File: config.mk
export PLATFORM = sky130hd
export DESIGN_NAME = wdt_prescaled
export DESIGN_NICKNAME = d
export VERILOG_FILES = /design/src/rtl/wdt_pkg.sv /design/src/rtl/wdt_ctrl_reg.sv /design/src/rtl/wdt_prescaler.sv /design/src/rtl/wdt_down_counter.sv /design/src/rtl/wdt_prescaled.sv
export SDC_FILE = /design/constraint.sdc
export NUM_CORES = 1
export LEC_CHECK = 0
export ABC_CLOCK_PERIOD_IN_PS = 2000
export BUFFER_PORTS_ARGS = -buffer_cell sky130_fd_sc_hd__buf_2
export CAP_MARGIN = 20
export CORE_ASPECT_RATIO = 1.25
export CORE_MARGIN = 2
export CORE_UTILIZATION = 40
export DETAILED_ROUTE_END_ITERATION = 6
export PLACE_DENSITY_LB_ADDON = 0.2
export SYNTH_ARGS = -nofsm -noshare
export SYNTH_HDL_FRONTEND = slang
export SYNTH_SLANG_ARGS = --single-unit
export TNS_END_PERCENT = 50
File: constraint.sdc
create_clock -name clk -period 2 [get_ports clk]
set_input_delay 0.1 -clock clk [delete_from_list [all_inputs] [get_ports clk]]
set_output_delay 0.1 -clock clk [all_outputs]
set_load 0.01 [all_outputs]
File: src/rtl/wdt_pkg.sv
package wdt_pkg;

  typedef enum logic [1:0] {
    RATIO_SUB  = 2'd0,
    RATIO_FAST = 2'd1,
    RATIO_SLOW = 2'd2
  } wdt_ratio_e;

  // The sub oscillator forces the short ratio; otherwise the select field picks one.
  function automatic wdt_ratio_e ratio_pick(input logic on_sub, input logic slow_sel);
    if (on_sub) return RATIO_SUB;
    return slow_sel ? RATIO_SLOW : RATIO_FAST;
  endfunction

endpackage

File: src/rtl/wdt_ctrl_reg.sv
module wdt_ctrl_reg
  import wdt_pkg::*;
(
  input  logic       clk,
  input  logic       rst_n,
  input  logic       src_sub_i,
  input  logic       ctrl_we_i,
  input  logic       ctrl_sel_i,
  input  logic       start_we_i,
  output wdt_ratio_e ratio_o,
  output logic       run_o
);

  logic sel_q;
  logic run_q;

  always_ff @(posedge clk or negedge rst_n) begin
    if (!rst_n) begin
      sel_q <= 1'b0;
      run_q <= 1'b0;
    end else begin
      if (ctrl_we_i) sel_q <= ctrl_sel_i;
      if (start_we_i) run_q <= 1'b1;
    end
  end

  always_comb ratio_o = ratio_pick(src_sub_i, sel_q);
  assign run_o = run_q;


  run_sticky_chk: assert property (@(posedge clk) disable iff (!rst_n)
    run_q |=> run_q);


  run_needs_start_chk: assert property (@(posedge clk) disable iff (!rst_n)
    (!run_q && !start_we_i) |=> !run_q);

endmodule

File: src/rtl/wdt_prescaler.sv
module wdt_prescaler
  import wdt_pkg::*;
#(
  parameter int DIV_SUB  = 2,
  parameter int DIV_FAST = 16,
  parameter int DIV_SLOW = 128,
  parameter int PRE_W    = 7
) (
  input  logic       clk,
  input  logic       rst_n,
  input  logic       run_i,
  input  logic       active_i,
  input  wdt_ratio_e ratio_i,
  output logic       tick_o
);

  localparam logic [PRE_W-1:0] TERM_SUB  = PRE_W'(DIV_SUB - 1);
  localparam logic [PRE_W-1:0] TERM_FAST = PRE_W'(DIV_FAST - 1);
  localparam logic [PRE_W-1:0] TERM_SLOW = PRE_W'(DIV_SLOW - 1);

  logic [PRE_W-1:0] pre_q;
  logic [PRE_W-1:0] term_q;
  logic [PRE_W-1:0] term_now;

  always_comb begin
    unique case (ratio_i)
      RATIO_SUB:  term_now = TERM_SUB;
      RATIO_SLOW: term_now = TERM_SLOW;
      default:    term_now = TERM_FAST;
    endcase
  end

  assign tick_o = active_i && (pre_q == term_q);

  // While idle the terminal value follows the selection; once running it is
  // only reloaded at a rollover.
  always_ff @(posedge clk or negedge rst_n) begin
    if (!rst_n) begin
      pre_q  <= '0;
      term_q <= TERM_FAST;
    end else if (!run_i) begin
      term_q <= term_now;
    end else if (tick_o) begin
      pre_q  <= '0;
      term_q <= term_now;
    end else if (active_i) begin
      pre_q  <= pre_q + 1'b1;
    end
  end


  pre_freeze_chk: assert property (@(posedge clk) disable iff (!rst_n)
    !active_i |=> $stable(pre_q));


  term_keep_chk: assert property (@(posedge clk) disable iff (!rst_n)
    (run_i && !tick_o) |=> $stable(term_q));


  pre_bound_chk: assert property (@(posedge clk) disable iff (!rst_n)
    run_i |-> (pre_q <= term_q));

endmodule

File: src/rtl/wdt_down_counter.sv
module wdt_down_counter #(
  parameter int CNT_W = 15
) (
  input  logic             clk,
  input  logic             rst_n,
  input  logic             tick_i,
  input  logic             load_i,
  output logic [CNT_W-1:0] cnt_o,
  output logic             nmi_o
);

  localparam logic [CNT_W-1:0] FULL = '1;

  logic [CNT_W-1:0] cnt_q;
  logic             nmi_q;
  logic             at_zero;

  assign at_zero = (cnt_q == '0);

  always_ff @(posedge clk or negedge rst_n) begin
    if (!rst_n) begin
      cnt_q <= FULL;
      nmi_q <= 1'b0;
    end else begin
      nmi_q <= tick_i && at_zero && !load_i;
      if (load_i)
        cnt_q <= FULL;
      else if (tick_i)
        cnt_q <= at_zero ? FULL : cnt_q - 1'b1;
    end
  end

  assign cnt_o = cnt_q;
  assign nmi_o = nmi_q;


  reload_full_chk: assert property (@(posedge clk) disable iff (!rst_n)
    load_i |=> (cnt_q == FULL));


  nmi_wrap_chk: assert property (@(posedge clk) disable iff (!rst_n)
    nmi_q |-> (cnt_q == FULL));


  cnt_freeze_chk: assert property (@(posedge clk) disable iff (!rst_n)
    (!tick_i && !load_i) |=> $stable(cnt_q));

endmodule

File: src/rtl/wdt_prescaled.sv
module wdt_prescaled
  import wdt_pkg::*;
#(
  parameter int CNT_W    = 15,
  parameter int DIV_SUB  = 2,
  parameter int DIV_FAST = 16,
  parameter int DIV_SLOW = 128
) (
  input  logic             clk,
  input  logic             rst_n,
  input  logic             src_sub_i,
  input  logic             ctrl_we_i,
  input  logic             ctrl_sel_i,
  input  logic             start_we_i,
  input  logic             hold_i,
  output logic             nmi_req_o,
  output logic [CNT_W-1:0] count_o
);

  localparam int DIV_MAX_A = (DIV_SUB > DIV_FAST) ? DIV_SUB : DIV_FAST;
  localparam int DIV_MAX   = (DIV_MAX_A > DIV_SLOW) ? DIV_MAX_A : DIV_SLOW;
  localparam int PRE_W     = (DIV_MAX > 2) ? $clog2(DIV_MAX) : 1;
  localparam logic [CNT_W-1:0] FULL = '1;

  wdt_ratio_e ratio;
  logic       run;
  logic       active;
  logic       tick;

  wdt_ctrl_reg u_ctrl (
    .clk        (clk),
    .rst_n      (rst_n),
    .src_sub_i  (src_sub_i),
    .ctrl_we_i  (ctrl_we_i),
    .ctrl_sel_i (ctrl_sel_i),
    .start_we_i (start_we_i),
    .ratio_o    (ratio),
    .run_o      (run)
  );

  assign active = run && !hold_i;

  wdt_prescaler #(
    .DIV_SUB  (DIV_SUB),
    .DIV_FAST (DIV_FAST),
    .DIV_SLOW (DIV_SLOW),
    .PRE_W    (PRE_W)
  ) u_pre (
    .clk      (clk),
    .rst_n    (rst_n),
    .run_i    (run),
    .active_i (active),
    .ratio_i  (ratio),
    .tick_o   (tick)
  );

  wdt_down_counter #(
    .CNT_W (CNT_W)
  ) u_cnt (
    .clk    (clk),
    .rst_n  (rst_n),
    .tick_i (tick),
    .load_i (start_we_i),
    .cnt_o  (count_o),
    .nmi_o  (nmi_req_o)
  );


  idle_full_chk: assert property (@(posedge clk) disable iff (!rst_n)
    !run |-> (count_o == FULL && !nmi_req_o));


  nmi_single_chk: assert property (@(posedge clk) disable iff (!rst_n)
    nmi_req_o |=> !nmi_req_o);


  start_quiet_chk: assert property (@(posedge clk) disable iff (!rst_n)
    start_we_i |=> !nmi_req_o);


  hold_quiet_chk: assert property (@(posedge clk) disable iff (!rst_n)
    (hold_i && !start_we_i) |=> ($stable(count_o) && !nmi_req_o));

endmodule

==> run metrics <==
status=finished clean; WL met2=around 2000 um; CP Launch Type=flop; vias=around 1400; Core ar.=roughly 0.0038 sq mm; Detail Route Antenna Nets=0; number of vias per cell=between 5 and 6; CP Capture Type=flop; Worst path slowest cell=or4_4; layout cells sized above 1=a little over two fifths; synth warn=0; Final Skew=0.00694 ns; final setup fails=0; Critical Path AT=2.19 ns; most frequent cells in the layout=22 x buf_2, 20 x nor2_1, 18 x buf_4, 16 x dfstp_2, 11 x dfrtp_1; Final Max Slew Viols=0; drt wl/cell=between 15 and 20 um; Synth Flop Type=dfstp_2; critical path buffer and inverter count=3; post-route cell area=0.00197 sq mm; cell count after synthesis=around 160; TritonCTS Buffers=3; final core occ=about 52%; DR pass1 iterations=4; Layout area overhead=26.9%; Synth Cell Area=approximately 0.0016 sq mm; Max-Cap Viols=0; wl on met1=between 1500 and 2000 um; most common cell after layout, fill and taps aside=buf_2; measured slew at the worst slew-check pin=0.607 ns; # IOs=23; Achievable Freq=between 500 and 600 MHz; fin crit share=99.0%; worst rel slew slack=59.5%; ANT cells=0; Die ar.=approximately 0.0044 sq mm; H-tree levels=1; TritonCTS clock tree=built; Syn Area/Cell=about 10 sq um; final hold vios=0; routed wl met3=about 160 um; Buffers on Ports=22; Starting Density=41.3%; WL final=3850 um; CTS Sinks=27; RD Place Congestion=0.888; chip width=59.7 um; biggest cell delay along the critical path=0.55 ns; first-pass GRT wire length=slightly above 6000 um; grt total ovfl=0; Worst-Skew Late Latency=0.28 ns; antenna violations before repair=0; number of cell rows=25; Clock Tree Buf Depth=2; Power Dens Cells=~770 mW/mm^2; DP Area=roughly 0.0018 sq mm; cell family with most CP delay=simple AND/OR/NAND/NOR gates; pin count of the biggest net entering global routing=28; placed wire-length estimate=approximately 2700 um; clock root cell=clkbuf_8; overall power=~1.5 mW; Post-synth EDFFs=0; syn nets=around 170; cell mode on critical path=buf_6; post-synth cell types=46; Tmin final=1.98 ns; vias in the first global route=around 1400; Crit Path Max Fanout=9; hold crit path type=in2reg; CP Data Required Time=2.21 ns; top sig layer=met4; DRC Markers=0; fraction of registers with async set/reset=100%; Yosys reg bits=27; crit-path cells=or4_4, buf_6, a221oi_4, buf_6, buf_12, and3_4, a22oi_2; Die Span Y=~74 um; post-synthesis sequential area ratio=44.8%; Clk pin slew, worst setup/hold paths=about 0.1 ns; GRT Util Overall=around 18%; Iter 0 DRT Violations=51; leakage power=0.792 nW; Max VDD drop=approximately 480 uV; Final nets=around 210; Crit Path Class=reg2reg
-- final timing paths --
kind | cells past startpoint | slack [ns] | startpoint | to
min reg2reg | 1 | 0.52 | u_ctrl.sel_q | u_ctrl.sel_q
max reg2reg | 7 | 0.02 | u_pre.pre_q[3] | u_cnt.cnt_o[13]
min | 2 | 0.05 | ctrl_sel_i | u_ctrl.sel_q
min in group asynchronous | 2 | 0.36 | rst_n | u_ctrl.run_o
max | 7 | 0.02 | u_pre.pre_q[3] | u_cnt.cnt_o[13]
max in group asynchronous | 2 | 1.24 | rst_n | u_cnt.nmi_o
-- cell usage after synthesis (all sizes together), types with 2 or more instances --
| cell type | number | area [sq um] |
|---|---|---|
| nor2 | 20 | 75.1 |
| dfstp | 16 | 420 |
| o21ai | 14 | 70.1 |
| dfrtp | 11 | 275 |
| nand2 | 8 | 30.0 |
| nor3 | 7 | 35.0 |
| or4 | 6 | 56.3 |
| or3 | 5 | 32.5 |
| a22oi | 4 | 50.1 |
| and3 | 4 | 30.0 |
| inv | 4 | 15.0 |
| a21oi | 3 | 15.0 |
| a2bb2oi | 3 | 26.3 |
| buf | 3 | 21.3 |
| clkbuf | 3 | 11.3 |
| ha | 3 | 37.5 |
| nand3 | 3 | 15.0 |
| nor4 | 3 | 33.8 |
| xnor2 | 3 | 26.3 |
| a31oi | 2 | 12.5 |
| and4 | 2 | 17.5 |
| mux2 | 2 | 22.5 |
| nand3b | 2 | 15.0 |
| nand4 | 2 | 12.5 |
| nor2b | 2 | 12.5 |
| nor3b | 2 | 15.0 |
| nor4b | 2 | 17.5 |
| or2 | 2 | 12.5 |
| or3b | 2 | 17.5 |
| xor2 | 2 | 17.5 |
-- per-layer routing --
metal | GRT usage, % | vias up
li1 | - | 663
met1 | 21.8 | 670
met2 | 32.9 | 41
met3 | 2.11 | 7
met4 | 7.41 | 0
met5 | 0 | -
-- layout make-up --
| cell class | instances | area [sq um] |
|---|---|---|
| Multi-Input combinational cell | 118 | 818 |
| Tap cell | 40 | 50.0 |
| Inverter | 4 | 15.0 |
| Fill cell | 361 | 1780 |
| Sequential cell | 27 | 696 |
| Clock inverter | 1 | 5.00 |
| Timing Repair Buffer | 47 | 344 |
| Clock buffer | 3 | 41.3 |
-- cells by family after synthesis --
family | synth area share [%]
AND/OR/NAND/NOR | 28.6
AO/OA/AOI/OAI | 16.1
flip-flops | 44.8
buffers and inverters | 3.06
XOR/XNOR | 2.82
multiplexers | 2.10
adder cells (fa/ha/maj) | 2.42
-- registers in the layout, indices dropped and copies added, names as in the netlist --
signal        flops
u_cnt.nmi_o       1
u_ctrl.sel_q      1
u_pre.term_q      2
u_ctrl.run_o      1
u_cnt.cnt_o      15
u_pre.pre_q       7
-- power breakdown --
part	switching (mW)	leakage, nW	internal, mW
clock	0.182	0.0255	0.140
combinational	0.236	0.462	0.272
sequential	0.0553	0.304	0.638
total	0.474	0.792	1.05
-- repair_timing --
item	in CTS	in global routing
endpoints found under the setup margin	1	13
pin swaps	2	6
hold endpoints to repair	12	0
buffers inserted	0	4
resized for setup	0	5
gates cloned	0	1
hold buffers	2	0
-- stage by stage --
step | TNS (ns) | hold WS (ns) | setup slack [ns] | cells
finish | 0 | 0.0497 | 0.0206 | 240
CTS | 0 | 0.0509 | 0.0101 | 235
global route | -0.0757 | 0.0531 | -0.0213 | 240
global placement | 0 | 0.147 | 0.0519 | 229
floorplan | 0 | -0.196 | 0.00642 | 155
detailed placement | 0 | 0.152 | 0.0271 | 229
No activity file was read; power rests on OpenSTA's default activity.
